$ cat config.mk
export PLATFORM = sky130hd
export DESIGN_NAME = stbx_block_tx
export DESIGN_NICKNAME = d
export VERILOG_FILES = /design/src/rtl/stbx_pkg.sv /design/src/rtl/stbx_reset_sync.sv /design/src/rtl/stbx_gain_shift.sv /design/src/rtl/stbx_sequencer.sv /design/src/rtl/stbx_block_tx.sv
export SDC_FILE = /design/constraint.sdc
export NUM_CORES = 1
export LEC_CHECK = 0
export BUFFER_PORTS_ARGS = -buffer_cell sky130_fd_sc_hd__buf_4
export CORE_AREA = 4 4 145 119
export DETAILED_ROUTE_END_ITERATION = 12
export DIE_AREA = 0 0 149 123
export GPL_TIMING_DRIVEN = 0
export PLACE_DENSITY = 0.75
export SYNTH_ARGS = -nofsm -noshare
export SYNTH_HDL_FRONTEND = slang
export SYNTH_SLANG_ARGS = --single-unit
$ cat constraint.sdc
create_clock -name clk -period 6.2 [get_ports clk]
set_input_delay 0.62 -clock clk [delete_from_list [all_inputs] [get_ports clk]]
set_output_delay 0.62 -clock clk [all_outputs]
set_load 0.02 [all_outputs]
$ cat src/rtl/stbx_pkg.sv
package stbx_pkg;
  localparam int BYTE_W     = 8;
  localparam int MAX_LSHIFT = 7;
  localparam int CODE_W     = 4;
  typedef logic [CODE_W-1:0] shift_code_t;
endpackage

$ cat src/rtl/stbx_reset_sync.sv
module stbx_reset_sync #(
  parameter int STAGES = 2
) (
  input  logic clk,
  input  logic rst_n_i,
  output logic rst_n_o
);
  logic [STAGES-1:0] chain_q;

  always_ff @(posedge clk or negedge rst_n_i) begin
    if (!rst_n_i) chain_q <= '0;
    else          chain_q <= {chain_q[STAGES-2:0], 1'b1};
  end

  assign rst_n_o = chain_q[STAGES-1];
endmodule

$ cat src/rtl/stbx_gain_shift.sv
module stbx_gain_shift
  import stbx_pkg::*;
#(
  parameter int SAMPLE_W = 32,
  parameter int WORD_W   = 32
) (
  input  logic [SAMPLE_W-1:0] sample_i,
  input  shift_code_t         code_i,
  output logic [WORD_W-1:0]   word_o
);
  localparam int EXT_W = WORD_W + MAX_LSHIFT;
  localparam int HI_W  = EXT_W - WORD_W + 1;

  logic signed [EXT_W-1:0] ext;
  logic signed [EXT_W-1:0] up;
  logic signed [EXT_W-1:0] down;
  logic [HI_W-1:0]         hi_bits;
  logic                    fits;

  always_comb begin
    ext     = {{(EXT_W-SAMPLE_W){sample_i[SAMPLE_W-1]}}, sample_i};
    up      = ext <<< code_i[2:0];
    down    = ext >>> code_i[2:0];
    hi_bits = up[EXT_W-1:WORD_W-1];
    fits    = (hi_bits == '0) || (&hi_bits);
    if (code_i[3])      word_o = down[WORD_W-1:0];
    else if (fits)      word_o = up[WORD_W-1:0];
    else if (ext[EXT_W-1]) word_o = {1'b1, {(WORD_W-1){1'b0}}};
    else                word_o = {1'b0, {(WORD_W-1){1'b1}}};
  end
endmodule

$ cat src/rtl/stbx_sequencer.sv
module stbx_sequencer #(
  parameter int BLOCK_BYTES = 9,
  parameter int BYTE_CYCLES = 2
) (
  input  logic                          clk,
  input  logic                          rst_n,
  input  logic                          tx_mode,
  input  logic                          in_valid,
  output logic                          accept,
  output logic                          busy,
  output logic                          strobe,
  output logic                          first,
  output logic [$clog2(BLOCK_BYTES)-1:0] byte_idx,
  output logic                          overrun
);
  localparam int IDX_W   = $clog2(BLOCK_BYTES);
  localparam int PHASE_W = (BYTE_CYCLES > 1) ? $clog2(BYTE_CYCLES) : 1;
  localparam logic [IDX_W-1:0]   LAST_IDX   = IDX_W'(BLOCK_BYTES - 1);
  localparam logic [PHASE_W-1:0] LAST_PHASE = PHASE_W'(BYTE_CYCLES - 1);

  logic               busy_q, busy_d;
  logic [IDX_W-1:0]   idx_q, idx_d;
  logic [PHASE_W-1:0] phase_q, phase_d;
  logic               ovr_q, ovr_d;
  logic               drop, last_phase, last_byte;

  always_comb begin
    accept     = in_valid && tx_mode && !busy_q;
    drop       = in_valid && tx_mode && busy_q;
    last_phase = (phase_q == LAST_PHASE);
    last_byte  = (idx_q == LAST_IDX);

    busy_d  = busy_q;
    idx_d   = idx_q;
    phase_d = phase_q;
    ovr_d   = ovr_q || drop;

    if (!tx_mode) begin
      busy_d  = 1'b0;
      idx_d   = '0;
      phase_d = '0;
    end else if (accept) begin
      busy_d  = 1'b1;
      idx_d   = '0;
      phase_d = '0;
    end else if (busy_q) begin
      if (last_phase) begin
        phase_d = '0;
        if (last_byte) begin
          busy_d = 1'b0;
          idx_d  = '0;
        end else begin
          idx_d = idx_q + 1'b1;
        end
      end else begin
        phase_d = phase_q + 1'b1;
      end
    end
  end

  always_ff @(posedge clk or negedge rst_n) begin
    if (!rst_n) begin
      busy_q  <= 1'b0;
      idx_q   <= '0;
      phase_q <= '0;
      ovr_q   <= 1'b0;
    end else begin
      busy_q  <= busy_d;
      idx_q   <= idx_d;
      phase_q <= phase_d;
      ovr_q   <= ovr_d;
    end
  end

  assign busy     = busy_q;
  assign strobe   = tx_mode && busy_q && (phase_q == '0);
  assign first    = strobe && (idx_q == '0);
  assign byte_idx = idx_q;
  assign overrun  = ovr_q;
endmodule

$ cat src/rtl/stbx_block_tx.sv
module stbx_block_tx
  import stbx_pkg::*;
#(
  parameter int SAMPLE_W    = 32,
  parameter int WORD_W      = 32,
  parameter int BYTE_CYCLES = 2
) (
  input  logic                clk,
  input  logic                rst_n,
  input  logic                tx_mode,
  input  logic                in_valid,
  input  logic [7:0]          in_src,
  input  logic [SAMPLE_W-1:0] in_left,
  input  logic [3:0]          in_left_code,
  input  logic [SAMPLE_W-1:0] in_right,
  input  logic [3:0]          in_right_code,
  output logic [7:0]          out_byte,
  output logic                out_strobe,
  output logic                out_first,
  output logic                overrun
);
  localparam int BLOCK_BYTES = 1 + 2 * (WORD_W / BYTE_W);
  localparam int BLK_W       = BYTE_W * BLOCK_BYTES;
  localparam int IDX_W       = $clog2(BLOCK_BYTES);

  logic                rst_sync_n;
  logic                accept, busy, strobe, first;
  logic [IDX_W-1:0]    byte_idx;
  logic [SAMPLE_W-1:0] samples [2];
  shift_code_t         codes   [2];
  logic [WORD_W-1:0]   words   [2];
  logic [BLK_W-1:0]    block_q, block_d;
  logic [BYTE_W-1:0]   slots   [BLOCK_BYTES];

  stbx_reset_sync #(.STAGES(2)) u_rst (
    .clk(clk), .rst_n_i(rst_n), .rst_n_o(rst_sync_n)
  );

  assign samples[0] = in_left;
  assign samples[1] = in_right;
  assign codes[0]   = in_left_code;
  assign codes[1]   = in_right_code;

  for (genvar g = 0; g < 2; g++) begin : g_chan
    stbx_gain_shift #(.SAMPLE_W(SAMPLE_W), .WORD_W(WORD_W)) u_shift (
      .sample_i(samples[g]), .code_i(codes[g]), .word_o(words[g])
    );
  end

  stbx_sequencer #(.BLOCK_BYTES(BLOCK_BYTES), .BYTE_CYCLES(BYTE_CYCLES)) u_seq (
    .clk(clk), .rst_n(rst_sync_n), .tx_mode(tx_mode), .in_valid(in_valid),
    .accept(accept), .busy(busy), .strobe(strobe), .first(first),
    .byte_idx(byte_idx), .overrun(overrun)
  );

  always_comb begin
    block_d = block_q;
    if (accept) block_d = {in_src, words[0], words[1]};
  end

  always_ff @(posedge clk or negedge rst_sync_n) begin
    if (!rst_sync_n) block_q <= '0;
    else             block_q <= block_d;
  end

  for (genvar k = 0; k < BLOCK_BYTES; k++) begin : g_slot
    assign slots[k] = block_q[BLK_W-1-BYTE_W*k -: BYTE_W];
  end

  assign out_byte   = strobe ? slots[byte_idx] : '0;
  assign out_strobe = strobe;
  assign out_first  = first;
endmodule

; ---- After elaboration in Yosys (flattened, before gate mapping)
; Index checks and enable logic that the tools add are counted.
[word_totals]
wordCells = 58
out_inout_bits = 11
register_bits = 81
[op_classes]
eq_ne = 3
n_mux = 24
magnitude_cmp = 1
n_shift = 4
n_addsub = 2
n_reduce_logical = 16
n_bitwise = 2
[op_table]
columns = operator, n
row1 = 32-bit 2-to-1 mux, 6
row2 = 32-bit by 3-bit <<< shifter with 39-bit output, 2
row3 = 32-bit by 3-bit >>> shifter with 32-bit output, 2
row4 = 8-bit binary-select mux with 4-bit select, 1
row5 = 8-bit 2-to-1 mux, 3
row6 = 4-bit 2-to-1 mux, 5
row7 = 8-bit zero test, 2
row8 = 8-bit AND reduction, 2
row9 = 1-bit 2-to-1 mux, 9
row10 = 1-bit logical AND, 6
row11 = 3-bit by 1-bit != test with 1-bit output (second input constant), 2
row12 = 5-bit greater-or-equal comparator (second input constant), 1
row13 = 4-bit inverter with 5-bit output, 1
row14 = 4-bit by 1-bit adder with 4-bit output (second input constant), 1
row15 = 4-bit == test (second input constant), 1
row16 = 4-bit zero test, 1
row17 = 1-bit logical OR, 3
row18 = 2-bit AND reduction, 1
row19 = 1-bit adder (second input constant), 1
row20 = 1-bit zero test, 1
row21 = 1-bit inverter, 1

; ---- Depth between registers and ports, before layout
[depth]
ltp_word = 6
mapped_depth = 10
depth_no_buf = 6

; ---- Modules after synthesis
; A second synthesis with hierarchy kept.
[unflattened]
cells_unflattened = 985
area_unflattened_um2 = 9097.5
[by_module_without_submodules]
columns = mod, seq_area_each_um2, area_per_inst_um2, n_inst, cells_each
row1 = stbx_gain_shift, 0.0, 2641.3, 2, 361
row2 = stbx_block_tx, 1801.7, 3385.7, 1, 222
row3 = stbx_sequencer, 175.2, 375.4, 1, 38
row4 = stbx_reset_sync, 50.0, 53.8, 1, 3

; ---- Worst setup path after synthesis
; No wires, ideal clock.
[synth_timing]
path_kind = register to output
startpoint = reg u_seq.idx_q[0], in the netlist u_seq.byte_idx[0]
endpoint = out out_byte[0]
arrival_ps = 2182
t_required_ps = 5580
path_slack_ps = 3398
stages_incl_launch_ff = 6
cell_sequence = dfrtp_1 -> clkbuf_1 -> buf_2 -> nor4b_1 -> a21oi_1 -> nor2_1
[synth_via]
elab_chain_len = 5
[synth_rtl]
columns = item, line_no
row1 = start: declaration, stbx_sequencer.sv:22  ; logic [IDX_W-1:0] idx_q, idx_d;
row2 = start signal: assignment, stbx_sequencer.sv:69  ; idx_q <= idx_d;
row3 = 4-bit inverter with 5-bit output (implied by the code), stbx_block_tx.sv:70  ; assign out_byte = strobe ? slots[byte_idx] : '0;
row4 = 8-bit binary-select mux with 4-bit select, stbx_block_tx.sv:70
row5 = 8-bit 2-to-1 mux (implied by the code) (2 in series), stbx_block_tx.sv:70
row6 = 8-bit 2-to-1 mux, stbx_block_tx.sv:70
row7 = end: declaration, stbx_block_tx.sv:17  ; output logic [7:0] out_byte,
; No other way between the ends. The select of a mux whose other input is x is not followed.

; ---- Worst setup path in the final report
; Ends and elaborated chain as after synthesis.

==> results.cfg <==
[grt]
antenna_found_initial = 0
gr-usage-all-layers_pct = 35.8
overflow = 0
grt_pass1_wl_mm = 49.8
grt_max_degree = 73
grt_pass1_vias = 8144

[sta]
period_share_pct = 59.0
period_minus_slack_ns = 3.66
worst_pin_slew_ns = 1.22
fmax_ghz = 0.273
slew_headroom_pct = 17.5
hold_violations = 0
setup_viol = 0
skew_ns = 0.00768
drv_slew = 0
rsz0062_at_grt = no
fin_setup_tns_ns = 0

[worst_setup_path]
critical-path-max-stage-delay_ns = 1.05
crit_buf_inv = 3
end_kind = output port
crit_slowest_cell = nor4b_1
critPathTopFamily = simple AND/OR/NAND/NOR gates
path_class = reg2out
path_cells = clkbuf_1 > buf_2 > nor4b_1 > a21oi_1 > nor2_1 > buf_4
critPathRequiredTime_ns = 5.58
start_kind = flop
path_max_fanout = 10
crit_start = u_seq.byte_idx[0]
critPathArrivalTime_ns = 3.04
r2r-start = u_seq.byte_idx[0]

[finish]
drive_gt1_share_pct = 22.8
mostFrequentLayoutCells = 169 x nor2_1, 113 x nand2_1, 83 x buf_4, 80 x dfrtp_1, 70 x mux2i_1
fin_nets = 1200
final_util_pct = 62.6
fillers = 1464
final_common_cell = nor2_1
layout-area-overhead-vs-synth_pct = 14.6
antennaDiodeCount = 0

[synthesis]
ys_ff_latch = 81
synthCells = 1020
synth_nets = 1106
synth-seq-area-share_pct = 23.6
synth-edff-count = 0
synth_area_um2 = 8580
async_reset_ff_share_pct = 100
postSynthAreaPerCell_um2 = 8.41
ys.flop_type = dfrtp_1
yosys_warnings = 0
yosysUniqueCellTypes = 64

[placed_design]
io_buffers = 82
gp_congestion = 1.01
dp_hpwl_mm = 26.6

[clock_network]
cts_max_path_buffers = 2
root_buffer = clkbuf_16
cts_resized = 0
cts_buffers = 9
cts_hold_buffers = 0
cts_num_sinks = 81
post_cts_buffers = 0
cts_tree = done
htreeDepth = 3
clk_latency_ns = 0.34
clkTransAtPathRegs_ns = 0.07

[die]
die_h_um = 123
ios = 95
core_area_um2 = 15700
die_area_um2 = 18300
rows = 41
die_w_um = 149
start_util_pct = 54.6

[drt]
antenna_left = 0
post-route-drc-count = 0
wl_per_cell_um = 24.8
vias_per_cell = 6.82
finalWirelength_mm = 33.0
drt-initial-drc-count = 1181
dr.pass1.iters = 8
vias = 9096

[run]
cap_viol_max_count = 0

[power_and_ir_drop]
finalPower_mw = 2.02
vdd_drop_max_mv = 0.146
p_per_area_nw_per_um2 = 206
p_leak_nw = 3.89

[outcome]
run_status = complete, no violations

[worst_hold_path]
hold_path_class = in2async
==> metal layers <==
metal  routed length [um]  vias to the layer above  track usage, %  part of all wire [%]
met2                12400                      616            44.2                    38
li1                     -                     3993               -                     -
met3                 5170                       37            15.2                    16
met4                  396                        0            5.49                   1.2
met5                    0                        -               0                     0
met1                15100                     4450            57.8                    46
==> cell usage after synthesis, drive strengths merged, types with 2 or more instances <==
cell     instances  area, um2
a2111oi          2       30.0
ha               2       25.0
nand2          113        424
nor2           170        641
a21boi           3       26.3
and3             3       18.8
clkbuf          63        236
o211ai          43        323
nor4b            2       17.5
o311ai           5       43.8
or2             19        119
o311a            3       30.0
nand4            3       18.8
a31oi           38        244
mux4            62       1400
nor2b            4       25.0
nand3           18       90.1
xnor2            3       26.3
o21ai           62        310
nand3b           2       15.0
o32a            14        140
a311o            6       60.1
or3             14       87.6
buf             36        178
nand2b          19        119
dfrtp           81       2030
xor2             2       17.5
a22oi            5       37.5
a221o            2       20.0
o2111ai          3       26.3
a211oi          10       75.1
a21oi           36        180
inv             12       45.0
and2             7       43.8
mux2            36        405
mux2i           70        701
o211a            2       20.0
nor4             5       31.3
nor3            14       70.1
a211o            9       78.8
a31o             3       26.3
==> cell type report <==
class / count / area [um2] / share of cell area (%)
Sequential cell: 81 / 2030 / 20.7
Multi-Input combinational cell: 827 / 6090 / 62.0
Clock buffer: 9 / 225 / 2.29
Buffer: 99 / 414 / 4.21
Clock inverter: 7 / 108 / 1.09
Timing Repair Buffer: 83 / 643 / 6.54
Inverter: 13 / 48.8 / 0.497
Tap cell: 215 / 269 / 2.74
==> cell families (layout without fill, tap and decap cells) <==
group / Yosys count / after routing / share of synthesized area [%]
adders and majority gates: 2 / 2 / 0.292
and+or+nand+nor: 396 / 396 / 20.4
xor gates and xnor gates: 5 / 5 / 0.511
AOI/OAI and AO/OA: 255 / 255 / 20.6
other: 1 / 1 / 0.0437
muxes: 168 / 168 / 29.2
buffers and inverters: 112 / 211 / 5.40
DFF: 81 / 81 / 23.6
==> where the power goes <==
part | internal (mW) | switching, mW
Sequential | 0.624 | 0.0795
Clock | 0.361 | 0.233
Combinational | 0.301 | 0.424
Total | 1.29 | 0.737
==> per-stage QoR <==
step / hold WS, ns / instances / setup WS [ns] / cell area, um2
2_1_floorplan: 0.324 / 1020 / 3.40 / 8580
3_3_place_gp: 0.335 / 1317 / 2.94 / 9460
3_5_place_dp: 0.151 / 1318 / 2.96 / 9490
4_1_cts: 0.0405 / 1334 / 2.55 / 9830
5_1_grt: 0.0306 / 1334 / 2.26 / 9830
6_report: 0.0470 / 1334 / 2.54 / 9830
==> final timing paths <==
kind                                endpoint  slack (ns)  cells after the start
setup / recovery                 out_byte[0]        2.54                      6
hold / removal              u_rst.chain_q[0]        0.05                      1
setup reg to reg           u_seq.byte_idx[0]        3.78                      8
hold reg to reg                  block_q[14]        0.15                      0
max in group asynchronous        block_q[71]        5.47                      1
min in group clk            u_rst.chain_q[1]        0.36                      0
==> sequential cells by signal, summed over array words and instances, names as in the netlist <==
register / flops
block_q: 72
u_rst.chain_q: 2
u_seq.busy: 1
u_seq.byte_idx: 4
u_seq.last_phase: 1
u_seq.overrun: 1
Power figures use the tool's default switching activity.
